$ cat src/rtl/sram_wr_pkg.sv
package sram_wr_pkg;

    typedef enum logic [2:0] {
        ST_IDLE    = 3'd0,
        ST_SETUP   = 3'd1,
        ST_PULSE   = 3'd2,
        ST_RECOVER = 3'd3,
        ST_DONE    = 3'd4
    } wr_state_e;

    // nanoseconds to whole cycles, rounded up, floor of 1 when nonzero
    function automatic int ns_to_cyc(input int ns, input int period);
        int c;
        c = (ns + period - 1) / period;
        if (ns > 0 && c < 1) c = 1;
        return c;
    endfunction

    function automatic int imax(input int a, input int b);
        return (a > b) ? a : b;
    endfunction

    function automatic int bits_for(input int v);
        int b;
        b = 1;
        while ((1 << b) <= v) b++;
        return b;
    endfunction

endpackage

$ cat src/rtl/sram_wr_fsm.sv
module sram_wr_fsm
    import sram_wr_pkg::*;
#(
    parameter int SETUP_CYC = 1,
    parameter int PULSE_CYC = 7,
    parameter int REC_CYC   = 1,
    parameter int WHZ_CYC   = 3,
    parameter int CNT_W     = 4
) (
    input  logic clk,
    input  logic rst_n,
    input  logic req,
    output logic capture,
    output logic ce_act,
    output logic we_act,
    output logic drive,
    output logic done
);

    wr_state_e         state, state_nx;
    logic [CNT_W-1:0]  cnt;
    logic              last;

    localparam logic [CNT_W-1:0] SETUP_LAST = CNT_W'(SETUP_CYC - 1);
    localparam logic [CNT_W-1:0] PULSE_LAST = CNT_W'(PULSE_CYC - 1);
    localparam logic [CNT_W-1:0] REC_LAST   = CNT_W'(REC_CYC - 1);
    localparam logic [CNT_W-1:0] WHZ_CNT    = CNT_W'(WHZ_CYC);

    always_comb begin
        unique case (state)
            ST_SETUP:   last = (cnt == SETUP_LAST);
            ST_PULSE:   last = (cnt == PULSE_LAST);
            ST_RECOVER: last = (cnt == REC_LAST);
            default:    last = 1'b1;
        endcase
    end

    always_comb begin
        state_nx = state;
        unique case (state)
            ST_IDLE:    if (req)  state_nx = ST_SETUP;
            ST_SETUP:   if (last) state_nx = ST_PULSE;
            ST_PULSE:   if (last) state_nx = ST_RECOVER;
            ST_RECOVER: if (last) state_nx = ST_DONE;
            ST_DONE:              state_nx = ST_IDLE;
            default:              state_nx = ST_IDLE;
        endcase
    end

    // state register and phase counter
    always_ff @(posedge clk or negedge rst_n) begin
        if (!rst_n) begin
            state <= ST_IDLE;
            cnt   <= '0;
        end else begin
            state <= state_nx;
            cnt   <= (state_nx != state) ? '0 : cnt + 1'b1;
        end
    end

    // outputs decoded from state only
    always_comb begin
        capture = 1'b0;
        ce_act  = 1'b0;
        we_act  = 1'b0;
        drive   = 1'b0;
        done    = 1'b0;
        unique case (state)
            ST_IDLE:    capture = req;
            ST_SETUP:   ce_act  = 1'b1;
            ST_PULSE: begin
                ce_act = 1'b1;
                we_act = 1'b1;
                drive  = (cnt >= WHZ_CNT);
            end
            ST_RECOVER: ce_act  = 1'b1;
            ST_DONE:    done    = 1'b1;
            default:    ;
        endcase
    end

endmodule

$ cat src/rtl/sram_wr_dpath.sv
module sram_wr_dpath #(
    parameter int ADDR_W = 18,
    parameter int DATA_W = 16
) (
    input  logic              clk,
    input  logic              rst_n,
    input  logic              capture,
    input  logic              ce_act,
    input  logic [ADDR_W-1:0] req_addr,
    input  logic [DATA_W-1:0] req_data,
    input  logic [1:0]        req_be,
    input  logic              wide_sel,
    output logic [ADDR_W-1:0] addr_q,
    output logic [DATA_W-1:0] data_q,
    output logic              ub_n,
    output logic              lb_n
);

    logic [1:0] be_q;
    logic       wide_q;

    always_ff @(posedge clk or negedge rst_n) begin
        if (!rst_n) begin
            addr_q <= '0;
            data_q <= '0;
            be_q   <= '0;
            wide_q <= 1'b0;
        end else if (capture) begin
            addr_q <= req_addr;
            data_q <= req_data;
            be_q   <= req_be;
            wide_q <= wide_sel;
        end
    end

    always_comb begin
        ub_n = !(ce_act && wide_q && be_q[1]);
        lb_n = !(ce_act && wide_q && be_q[0]);
    end

endmodule

$ cat src/rtl/sram_wr_seq.sv
module sram_wr_seq
    import sram_wr_pkg::*;
#(
    parameter int ADDR_W   = 18,
    parameter int DATA_W   = 16,
    parameter int CLK_NS   = 10,
    parameter int T_WP_NS  = 60,
    parameter int T_WC_NS  = 85,
    parameter int T_AW_NS  = 70,
    parameter int T_DW_NS  = 35,
    parameter int T_WHZ_NS = 25
) (
    input  logic              clk,
    input  logic              rst_n,
    input  logic              req,
    input  logic [ADDR_W-1:0] req_addr,
    input  logic [DATA_W-1:0] req_data,
    input  logic [1:0]        req_be,
    input  logic              wide_sel,
    output logic              done,
    output logic [ADDR_W-1:0] sram_addr,
    output logic              sram_ce1_n,
    output logic              sram_cs2,
    output logic              sram_we_n,
    output logic              sram_ub_n,
    output logic              sram_lb_n,
    output logic [DATA_W-1:0] sram_dout,
    output logic              sram_doe
);

    localparam int WP_CYC    = ns_to_cyc(T_WP_NS, CLK_NS);
    localparam int WC_CYC    = ns_to_cyc(T_WC_NS, CLK_NS);
    localparam int AW_CYC    = ns_to_cyc(T_AW_NS, CLK_NS);
    localparam int DW_CYC    = ns_to_cyc(T_DW_NS, CLK_NS);
    localparam int WHZ_CYC   = ns_to_cyc(T_WHZ_NS, CLK_NS);
    localparam int PULSE_CYC = imax(WP_CYC, WHZ_CYC + imax(DW_CYC, 1));
    localparam int SETUP_CYC = imax(1, AW_CYC - PULSE_CYC);
    localparam int REC_CYC   = imax(1, WC_CYC - SETUP_CYC - PULSE_CYC);
    localparam int CNT_W     = bits_for(imax(PULSE_CYC, imax(SETUP_CYC, REC_CYC)));

    logic capture, ce_act, we_act, drive;
    logic [DATA_W-1:0] data_q;

    sram_wr_fsm #(
        .SETUP_CYC (SETUP_CYC),
        .PULSE_CYC (PULSE_CYC),
        .REC_CYC   (REC_CYC),
        .WHZ_CYC   (WHZ_CYC),
        .CNT_W     (CNT_W)
    ) u_fsm (
        .clk     (clk),
        .rst_n   (rst_n),
        .req     (req),
        .capture (capture),
        .ce_act  (ce_act),
        .we_act  (we_act),
        .drive   (drive),
        .done    (done)
    );

    sram_wr_dpath #(
        .ADDR_W (ADDR_W),
        .DATA_W (DATA_W)
    ) u_dp (
        .clk      (clk),
        .rst_n    (rst_n),
        .capture  (capture),
        .ce_act   (ce_act),
        .req_addr (req_addr),
        .req_data (req_data),
        .req_be   (req_be),
        .wide_sel (wide_sel),
        .addr_q   (sram_addr),
        .data_q   (data_q),
        .ub_n     (sram_ub_n),
        .lb_n     (sram_lb_n)
    );

    assign sram_ce1_n = !ce_act;
    assign sram_cs2   = ce_act;
    assign sram_we_n  = !we_act;
    assign sram_doe   = drive;
    assign sram_dout  = drive ? data_q : '0;

endmodule

$ cat config.mk
export PLATFORM = sky130hd
export DESIGN_NAME = sram_wr_seq
export DESIGN_NICKNAME = d
export VERILOG_FILES = /design/src/rtl/sram_wr_pkg.sv /design/src/rtl/sram_wr_fsm.sv /design/src/rtl/sram_wr_dpath.sv /design/src/rtl/sram_wr_seq.sv
export SDC_FILE = /design/constraint.sdc
export NUM_CORES = 1
export LEC_CHECK = 0
export BUFFER_PORTS_ARGS = -buffer_cell sky130_fd_sc_hd__buf_2
export CORE_MARGIN = 2
export CORE_UTILIZATION = 30
export DETAILED_ROUTE_END_ITERATION = 7
export GPL_TIMING_DRIVEN = 1
export PLACE_DENSITY = 0.65
export SLEW_MARGIN = 0
export SYNTH_ARGS = -nofsm -noshare
export SYNTH_HDL_FRONTEND = slang
export SYNTH_SLANG_ARGS = --single-unit
$ cat constraint.sdc
create_clock -name clk -period 3.9 [get_ports clk]
set_clock_uncertainty 0.2 [all_clocks]
set_input_delay 0.78 -clock clk [delete_from_list [all_inputs] [get_ports clk]]
set_output_delay 0.78 -clock clk [all_outputs]
set_load 0.02 [all_outputs]
==> flow_summary.json <==
{
  "outcome": "completed",
  "num_rows": 29,
  "grt.overflow.total": 0,
  "synthCells": 135,
  "critPathLaunchType": "register",
  "syn2layout_area_growth_pct": 26.7,
  "finalNonFillerCells": 296,
  "critPathCaptureType": "output port",
  "synth-edff-count": 0,
  "synth_fp_nets": 179,
  "postPlaceCellArea_um2": 2360,
  "power_leakage_nw": 1.20,
  "rsz0062_at_grt": "false",
  "root_buffer": "clkbuf_8",
  "clk_pin_slew_ns": 0.08,
  "reg2reg_from": "u_fsm.state[1]",
  "yosys_warnings": 0,
  "dp_cells": 288,
  "grt_max_degree": 44,
  "syn_area_um2": 1920,
  "ys_seq_elements": 43,
  "cts_max_level": 2,
  "final_area_um2": 2440,
  "internal_power_mw": 1.21,
  "worst_hold_slack_ns": 0.290,
  "worstPathArrival_ns": 1.91,
  "hold_start": "u_fsm.cnt[0]",
  "ys_types": 26,
  "ant_nets": 0,
  "worstSetupPathType": "register to output port",
  "seqCellArea_um2": 1080,
  "report.final.slew_viol_count": 0,
  "cts.sinks": 43,
  "ys_seq_area_share_pct": 55.9,
  "worstMarginPinSlew_ns": 0.951,
  "p_clk_share_pct": 13.8,
  "vias": 1300,
  "post_cts_buffers": 0,
  "power_mw": 1.94,
  "fin_ws_ns": 1.01,
  "power_density_nw_per_um2": 796,
  "gp_congestion": 0.665,
  "synth_area_per_cell_um2": 14.3,
  "async_flop_share_pct": 100,
  "ir_worst_vdd_mv": 0.386,
  "grt_pass1_wl_mm": 5.87,
  "cts_resized": 0,
  "max_freq_mhz": 346,
  "required_ns": 2.92,
  "io_buffers": 80,
  "die_w_um": 84.1,
  "seqPwrFrac_pct": 41.2,
  "setup_tns_ns": 0,
  "period_needed_ns": 2.89,
  "fin_nets": 262,
  "hpwl_mm": 2.61,
  "tritoncts": "yes",
  "cts.hold.buffers_added": 0,
  "n_antenna_cell": 0,
  "multi_input_area_um2": 751,
  "setup_viol_count_final": 0,
  "pre_cts_ws_ns": 1.26,
  "hold_depth": 1,
  "drc_errors": 0,
  "path_max_fanout": 17,
  "rr_worst_depth": 3,
  "drt_iter0_markers": 31,
  "finalHoldViolCount": 0,
  "layout-drive-gt1-share_pct": 66.2,
  "hp-class": "register to register",
  "power_frac_comb_pct": 44.9,
  "core_area_um2": 6280,
  "fill_cells": 623,
  "slew_headroom_pct": 36.6,
  "routedWlPerCell_um": 11.9,
  "holdPathEnd": "u_fsm.cnt[0]",
  "routed_wl_mm": 3.54,
  "swShare_pct": 37.6,
  "regToRegSetupSlack_ns": 2.11,
  "worstSkewPairLatency_ns": 0.29,
  "drv_cap": 0,
  "initial_core_util_pct": 30.7,
  "post-route-util_pct": 38.8,
  "net-switching-power_mw": 0.731,
  "finalCritPeriodShare_pct": 74.1,
  "grt_pass1_vias": 1257,
  "cts_buffer_depth": 2,
  "io_pins": 81,
  "antenna_found_initial": 0,
  "vias_per_cell": 4.39,
  "synthFlopType": "dfrtp_1",
  "chipHeight_um": 84.1,
  "timing.rr.end": "u_dp.data_q[0]",
  "grt_usage_pct": 10.3,
  "drtPass1Iterations": 4,
  "cts-buffers-inserted": 5,
  "dieArea_um2": 7070
}
worst max path at each step:
stage / startpoint / cells past startpoint / end
4_1_cts: u_fsm.state[1] / 5 / sram_dout[7]
6_report: u_fsm.state[1] / 5 / sram_dout[7]
2_1_floorplan: u_fsm.cnt[0] / 6 / sram_dout[10]
3_3_place_gp: u_fsm.state[1] / 5 / sram_dout[2]
3_5_place_dp: u_fsm.state[1] / 5 / sram_dout[7]
5_1_grt: u_fsm.state[2] / 5 / sram_dout[0]
layout by cell type, fill, tap and decap left out, types with 2 or more instances in the layout:
| cell | netlist | final |
|---|---|---|
| mux2_2 | 37 | 37 |
| ha_1 | 4 | 4 |
| clkbuf_8 | 0 | 5 |
| nand3_1 | 2 | 2 |
| nor2_1 | 5 | 5 |
| dfrtp_1 | 43 | 43 |
| nand2_1 | 2 | 2 |
| and2_2 | 16 | 16 |
| buf_4 | 0 | 2 |
| clkbuf_1 | 0 | 2 |
| nor2b_1 | 2 | 2 |
| buf_2 | 1 | 80 |
| inv_1 | 4 | 4 |
cell type report:
cell class	instances	area share, %
sequential	43	44.1
multi-input combinational	81	30.8
timing repair buffer	82	17.0
tap	77	3.95
clock buffer	7	3.13
inverter	5	0.770
clock inverter	1	0.205
state kept, by name, summed over array words and instances (netlist names):
signal and cells:
u_dp.be_q 2, u_dp.wide_q 1, u_dp.addr_q 18, u_fsm.state 3, u_dp.data_q 16, u_fsm.cnt 3
cells in the mapped netlist, types with 2 or more instances:
| library cell | instances | area [um2] |
|---|---|---|
| nand3_1 | 2 | 10.0 |
| inv_1 | 4 | 15.0 |
| dfrtp_1 | 43 | 1080 |
| and2_2 | 16 | 120 |
| mux2_2 | 37 | 417 |
| nand2_1 | 2 | 7.51 |
| nor2b_1 | 2 | 12.5 |
| nor2_1 | 5 | 18.8 |
| ha_1 | 4 | 50.1 |
| buf_12 | 3 | 60.1 |
| buf_6 | 2 | 22.5 |
power groups by stage:
stage,clock network [mW],registers (mW),logic (mW)
2_1_floorplan,0,0.899,0.574
5_1_grt,0.305,0.837,0.948
4_1_cts,0.289,0.806,0.892
3_5_place_dp,0,0.815,0.890
3_3_place_gp,0,0.803,0.872
6_report,0.268,0.801,0.873
logic make-up (layout without fill, tap and decap cells):
family | count (synthesis) | after routing | synth area share (%)
compound gates | 4 | 4 | 1.56
fa+ha+maj | 4 | 4 | 2.60
buf+inv | 11 | 95 | 5.53
simple gates | 35 | 35 | 12.3
mux | 37 | 37 | 21.7
flops | 43 | 43 | 55.9
xor+xnor | 1 | 1 | 0.455
metal layers:
metal	routed length, um	vias to the layer above	part of all wire, %	GRT usage, %
met5	0	-	0	0
met4	16	0	0.45	3.52
met3	191	2	5.4	2.87
met2	1740	41	49	17.2
met1	1590	630	45	12.9
li1	-	627	-	-
worst max-delay path, stage by stage, from the launching register on:
cell and delay [ns]:
dfrtp_1 0.49, nor3b_2 0.28, inv_2 0.08, nor2_2 0.40, and2_2 0.22, buf_2 0.16
Note: power is estimated with default switching activity, not from simulation.
